`src/rtl/lkd_pkg.sv`:
```
package lkd_pkg;
  typedef enum logic {
    PERIOD_CLEAN   = 1'b0,
    PERIOD_SPOILED = 1'b1
  } period_e;
endpackage

```
`src/rtl/lkd_width_meter.sv`:
```
module lkd_width_meter #(
  parameter int MAX_WIDTH_CYC = 1
) (
  input  logic clk_i,
  input  logic rst_ni,
  input  logic pulse_i,
  output logic too_wide_o
);
  localparam int CW = (MAX_WIDTH_CYC < 2) ? 1 : $clog2(MAX_WIDTH_CYC + 1);

  generate
    if (MAX_WIDTH_CYC == 1) begin : g_single
      logic prev_q;
      always_ff @(posedge clk_i or negedge rst_ni) begin
        if (!rst_ni) prev_q <= 1'b0;
        else         prev_q <= pulse_i;
      end
      assign too_wide_o = pulse_i & prev_q;
    end else begin : g_count
      logic [CW-1:0] cnt_q;
      logic          at_max;
      assign at_max = (cnt_q == CW'(MAX_WIDTH_CYC));
      always_ff @(posedge clk_i or negedge rst_ni) begin
        if (!rst_ni)      cnt_q <= '0;
        else if (!pulse_i) cnt_q <= '0;
        else if (!at_max)  cnt_q <= cnt_q + 1'b1;
      end
      assign too_wide_o = pulse_i & at_max;
    end
  endgenerate
endmodule

```
`src/rtl/lkd_period_tracker.sv`:
```
module lkd_period_tracker
  import lkd_pkg::*;
(
  input  logic clk_i,
  input  logic rst_ni,
  input  logic too_wide_i,
  input  logic strobe_i,
  output logic clean_close_o
);
  period_e state_q;

  // A strobe cycle belongs to the period it closes.
  always_ff @(posedge clk_i or negedge rst_ni) begin
    if (!rst_ni)         state_q <= PERIOD_CLEAN;
    else if (strobe_i)   state_q <= PERIOD_CLEAN;
    else if (too_wide_i) state_q <= PERIOD_SPOILED;
  end

  assign clean_close_o = strobe_i & (state_q == PERIOD_CLEAN) & ~too_wide_i;
endmodule

```
`src/rtl/lkd_run_counter.sv`:
```
module lkd_run_counter #(
  parameter int CLEAN_RUNS = 8
) (
  input  logic clk_i,
  input  logic rst_ni,
  input  logic clean_close_i,
  input  logic too_wide_i,
  output logic reached_o
);
  localparam int RW = $clog2(CLEAN_RUNS + 1);

  logic [RW-1:0] run_q;
  logic          full;

  assign full = (run_q == RW'(CLEAN_RUNS));

  always_ff @(posedge clk_i or negedge rst_ni) begin
    if (!rst_ni)                    run_q <= '0;
    else if (too_wide_i)            run_q <= '0;
    else if (clean_close_i && !full) run_q <= run_q + 1'b1;
  end

  assign reached_o = clean_close_i & (run_q == RW'(CLEAN_RUNS - 1));
endmodule

```
`src/rtl/pll_lock_detect.sv`:
```
module pll_lock_detect #(
  parameter int MAX_WIDTH_CYC = 1,
  parameter int CLEAN_RUNS    = 8
) (
  input  logic clk_i,
  input  logic rst_ni,
  input  logic pump_up_i,
  input  logic pump_dn_i,
  input  logic ref_strobe_i,
  output logic lock_o
);
  logic pulse;
  logic too_wide;
  logic clean_close;
  logic reached;
  logic lock_q;

  assign pulse = pump_up_i | pump_dn_i;

  lkd_width_meter #(.MAX_WIDTH_CYC(MAX_WIDTH_CYC)) u_width (
    .clk_i      (clk_i),
    .rst_ni     (rst_ni),
    .pulse_i    (pulse),
    .too_wide_o (too_wide)
  );

  lkd_period_tracker u_period (
    .clk_i         (clk_i),
    .rst_ni        (rst_ni),
    .too_wide_i    (too_wide),
    .strobe_i      (ref_strobe_i),
    .clean_close_o (clean_close)
  );

  lkd_run_counter #(.CLEAN_RUNS(CLEAN_RUNS)) u_run (
    .clk_i         (clk_i),
    .rst_ni        (rst_ni),
    .clean_close_i (clean_close),
    .too_wide_i    (too_wide),
    .reached_o     (reached)
  );

  always_ff @(posedge clk_i or negedge rst_ni) begin
    if (!rst_ni)       lock_q <= 1'b0;
    else if (too_wide) lock_q <= 1'b0;
    else if (reached)  lock_q <= 1'b1;
  end

  assign lock_o = lock_q;
endmodule

```
`config.mk`:
```
export PLATFORM = sky130hd
export DESIGN_NAME = pll_lock_detect
export DESIGN_NICKNAME = d
export VERILOG_FILES = /design/src/rtl/lkd_pkg.sv /design/src/rtl/lkd_width_meter.sv /design/src/rtl/lkd_period_tracker.sv /design/src/rtl/lkd_run_counter.sv /design/src/rtl/pll_lock_detect.sv
export SDC_FILE = /design/constraint.sdc
export NUM_CORES = 1
export LEC_CHECK = 0
export BUFFER_PORTS_ARGS = -buffer_cell sky130_fd_sc_hd__buf_2
export CORE_AREA = 3 3 40 42
export DETAILED_ROUTE_END_ITERATION = 8
export DIE_AREA = 0 0 43 45
export GPL_TIMING_DRIVEN = 0
export PLACE_DENSITY_LB_ADDON = 0.05
export SYNTH_ARGS = -nofsm -noshare
export SYNTH_HDL_FRONTEND = slang
export SYNTH_SLANG_ARGS = --single-unit
```
`constraint.sdc`:
```
create_clock -name clk_i -period 2.15 [get_ports clk_i]
set_input_delay 0.215 -clock clk_i [delete_from_list [all_inputs] [get_ports clk_i]]
set_output_delay 0.215 -clock clk_i [all_outputs]
set_load 0.02 [all_outputs]
```
# Yosys cells after proc, flatten, opt, wreduce, memory -nomap -nowiden
# Index checks and enable logic that the tools add are counted.
[totals] out_inout_bits=1 elab_cells=25 ff_bits=7 inputBits=5
[op_classes] n_eq_ne=2 bitwise_logic=7 n_reduce_logical=5 n_mux=6 add_sub_neg=1
[op_table] op="4-bit two-way mux" n=2
[op_table] op="2-bit nonzero test" n=3
[op_table] op="4-bit by 1-bit adder with 4-bit output (second input constant)" n=1
[op_table] op="1-bit AND" n=4
[op_table] op="4-bit by 3-bit equality test with 1-bit output (second input constant)" n=1
[op_table] op="4-bit equality test (second input constant)" n=1
[op_table] op="1-bit two-way mux" n=4
[op_table] op="1-bit inverter" n=2
[op_table] op="1-bit logical AND" n=1
[op_table] op="1-bit logical NOT" n=1
[op_table] op="1-bit OR" n=1

# Longest topological paths before layout
[depth] word_depth=7 ltp_mapped=5 ltp_nobuf=5

# Modules after synthesis
# Synthesis repeated with hierarchy kept, for this count alone.
[unflattened] cells_unflattened=32 area_unflattened_um2=356.6
[modules_own_cells] module="lkd_run_counter" seq_area_each_um2=100.1 area_per_inst_um2=236.5 instances=1 cells_each=24
[modules_own_cells] module="lkd_period_tracker" seq_area_each_um2=25.0 area_per_inst_um2=47.5 instances=1 cells_each=3
[modules_own_cells] module="pll_lock_detect" seq_area_each_um2=25.0 area_per_inst_um2=41.3 instances=1 cells_each=3
[modules_own_cells] module="lkd_width_meter" seq_area_each_um2=25.0 area_per_inst_um2=31.3 instances=1 cells_each=2

# Least setup slack after synthesis
# No wires, ideal clock.
[synth_path] path_type="flip-flop to flip-flop" startpoint="reg u_run.run_q[0]" endpoint="reg u_run.run_q[0]" t_required_ns=2.071 synth_period_minus_slack_ns=1.031 path_stages_with_launch=6 path_buffers=0 setup_ns=0.079 path_slack_ns=1.119 arrival_time_ns=0.952 cell_sequence="dfrtp_1 inv_1 ha_1 nand3b_1 nand2_1 mux2i_1"
[synth_between] elab_chain_cells=4 word_cells_on_any_way=7 classes_between="add/sub: 1; eq/ne: 1; mux: 2; reduce/logical: 3"
[synth_lines] item="start, declared" line="lkd_run_counter.sv:12" text="logic [RW-1:0] run_q;"
[synth_lines] item="start signal, assigned" line="lkd_run_counter.sv:20" text="else if (clean_close_i && !full) run_q <= run_q + 1'b1;"
[synth_lines] item="branches (longest 4 deep; another with 4-bit by 1-bit adder with 4-bit output)"
# Several ways; the timed one is not identified. The select of a mux whose other input is x is not followed.
# A chain may end at the register's enable or synchronous reset.

# Worst setup path in the final report
# Same ends and word-level chain as after synthesis.

==> flow_metrics.tcl <==
set metrics [dict create \
    cts_inserted_buffers 3 \
    hold_slack_ps 147 \
    final_cells 59 \
    clk_latency_ps 250 \
    maxCapViolations 0 \
    async_flop_share_pct 100 \
    overflow 0 \
    grt_first_pass_wirelength_um 1200 \
    switching_share_pct 24.3 \
    end_kind "flop" \
    grt_use_met1_pct 10.5 \
    yosysSeqAreaShare_pct 48.8 \
    fin_tns_setup_ps 0 \
    worstMarginPinSlew_ps 269 \
    crit_type "flop to flop" \
    max-clock-path-buffers 2 \
    ioPinCount 6 \
    post-dp-hpwl_um 524 \
    initial_core_util_pct 27.9 \
    met2_usage_pct 12.3 \
    antenna_found_initial 0 \
    startpoint "u_run.run_q[0]" \
    areaGrowthSynthToFinish_pct 22.3 \
    cp-start-kind "flop" \
    netlist_top_cells_area "dfrtp_1 (49%), mux2i_1 (8.4%), nand2_1 (7.3%)" \
    viasPerCell 4.58 \
    fillers 136 \
    grt_use_met3_pct 3.59 \
    crit_fanout 4 \
    grt_max_degree 10 \
    synthTopCellsByCount "dfrtp_1 (7), nand2_1 (7), inv_1 (3), mux2i_1 (3)" \
    internal_power_uw 223 \
    drive_above_1_share_pct 25.0 \
    vias 270 \
    cts.sink_count 7 \
    yosysTopAreaCell "dfrtp_1" \
    skew_ps 0.213 \
    drv_slew 0 \
    first_iter_violations 0 \
    setup_viol 0 \
    synth_nets 41 \
    cts_resized 0 \
    status "finished clean" \
    routabilityCongestion 0.648 \
    maxSlewHeadroom_pct 82.0 \
    slowest_delay_ps 410 \
    rsz0062_at_grt "false" \
    avgSynthCellArea_sq_um 10.6 \
    detail-route-antenna-nets 0 \
    hold_viol 0 \
    firstDrtPassIters 1 \
    fin_crit_ps 1120 \
    grt_use_total_pct 9.04 \
    cp.required_ps 2330 \
    hp-class "input port to flop" \
    grt_busiest_layer "met2" \
    die_x_um 43 \
    grt_pass1_vias 267 \
    syn_area_sq_um 359 \
    dieArea_sq_um 1940 \
    antennaDiodeCount 0 \
    cts_max_level 1 \
    final_nets 52 \
    dominantRegCellSynth "dfrtp_1" \
    io_buffer_count 5 \
    p_sw_uw 71.5 \
    root_buffer "clkbuf_4" \
    synth_edf_count 0 \
    crit_arrival_ps 1300 \
    wire_per_inst_um 11.3 \
    min_period_over_period_pct 52.2 \
    hold_start "ref_strobe_i" \
    rows 13 \
    critPathSlowestCell "dfrtp_1" \
    yosys_warnings 0 \
    power.static_leakage_nw 0.222 \
    fmax_mhz 891 \
    drt_drc_violations_left 0 \
    irDropWorstVdd_uv 210 \
    cp_cell_sequence "inv_1 > ha_1 > nand3b_1 > nand2_1 > mux2i_1" \
    p_per_area_nw_per_um2 670 \
    timing.rr.start "u_run.run_q[0]" \
    dp_cells 54 \
    synth_top_area_share_pct 48.8 \
    synthCells 34 \
    seqPwrFrac_pct 48.5 \
    chipHeight_um 45 \
    synth.distinct_cells 16 \
    clock_power_share_pct 40.7 \
    ys_ff_latch 7 \
    combPwrFrac_pct 10.8 \
    drt_wl_total_um 664 \
    clk_pin_slew_ps 50 \
    core_area_sq_um 1280 \
    cts_tree "built" \
]
[cell families (layout without fill, tap and decap cells)]
group	count (synthesis)	after routing	synth area share (%)
simple gates	15	15	23.0
flops	7	7	48.8
fa+ha+maj	2	2	6.97
buf+inv	3	13	3.14
compound gates	4	4	9.76
mux	3	3	8.36
[path summary, 6_finish.rpt]
kind                            slack, ps  cells past startpoint          endpoint
worst max register to register       1030                      5    u_run.run_q[0]
worst min-delay path                  150                      2  u_period.state_q
worst min register to register        530                      1            lock_o
worst max-delay path                 1030                      5    u_run.run_q[0]
max in group asynchronous            1670                      2    u_run.run_q[2]
min in group asynchronous             320                      2    u_run.run_q[3]
[cells in the final DEF, fill, tap and decap left out]
cell type and count:
nand2_1 7, dfrtp_1 7, buf_2 5, inv_1 3, mux2i_1 3, clkbuf_4 3, nor2_1 2, ha_1 2
o21ai_4 1, nor2b_4 1, nand3b_1 1, nand4b_1 1, o21a_1 1, nand2b_1 1, nand4_1 1, a31oi_1 1
a21oi_1 1, or2_2 1, clkbuf_1 1, dlygate4sd3_1 1
[power groups by stage]
stage / clock, mW / sequential, mW / combinational (mW)
2_1_floorplan: 0 / 0.144 / 0.0196
3_3_place_gp: 0 / 0.145 / 0.0305
3_5_place_dp: 0 / 0.145 / 0.0312
4_1_cts: 0.126 / 0.143 / 0.0326
5_1_grt: 0.135 / 0.144 / 0.0368
6_report: 0.120 / 0.143 / 0.0318
[worst max-delay path, delay by kind of cell (launching register included)]
family / cells / cell delay (ps)
DFF: 1 / 410
and+or+nand+nor: 2 / 230
muxes: 1 / 190
adders and majority gates: 1 / 140
buffers and inverters: 1 / 90
[final cells by class]
cell class	count	area [sq um]	share of cell area, %
timing repair buffer	6	35.0	7.98
multi-input combinational	24	173	39.3
tap	15	18.8	4.27
inverter	3	11.3	2.56
sequential	7	175	39.9
clock buffer	4	26.3	5.98
[registers in the layout, indices dropped and copies added (netlist names)]
signal	count
u_period.state_q	1
lock_o	1
u_run.run_q	4
u_width.g_single.prev_q	1
[layer usage]
layer  up-vias  part of all wire (%)
met5         -                     0
met1       125                    45
met4         0                   3.8
met3         3                   6.0
met2         9                    45
li1        133                     -
[timing repair]
item | CTS | global route
setup buffers | 0 | 0
endpoints found under the hold margin | 7 | 0
hold buffers | 1 | 0
[metrics by stage]
stage / power, mW / setup slack, ps / instance area, sq um / util (%)
floorplan: 0.164 / 1120 / 359 / -
global placement: 0.176 / 1020 / 403 / 31.4
detailed placement: 0.176 / 1020 / 403 / 31.4
CTS: 0.301 / 1010 / 439 / 34.2
global route: 0.315 / 904 / 439 / 34.2
finish: 0.294 / 1030 / 439 / 34.2
Power figures use the tool's default switching activity.
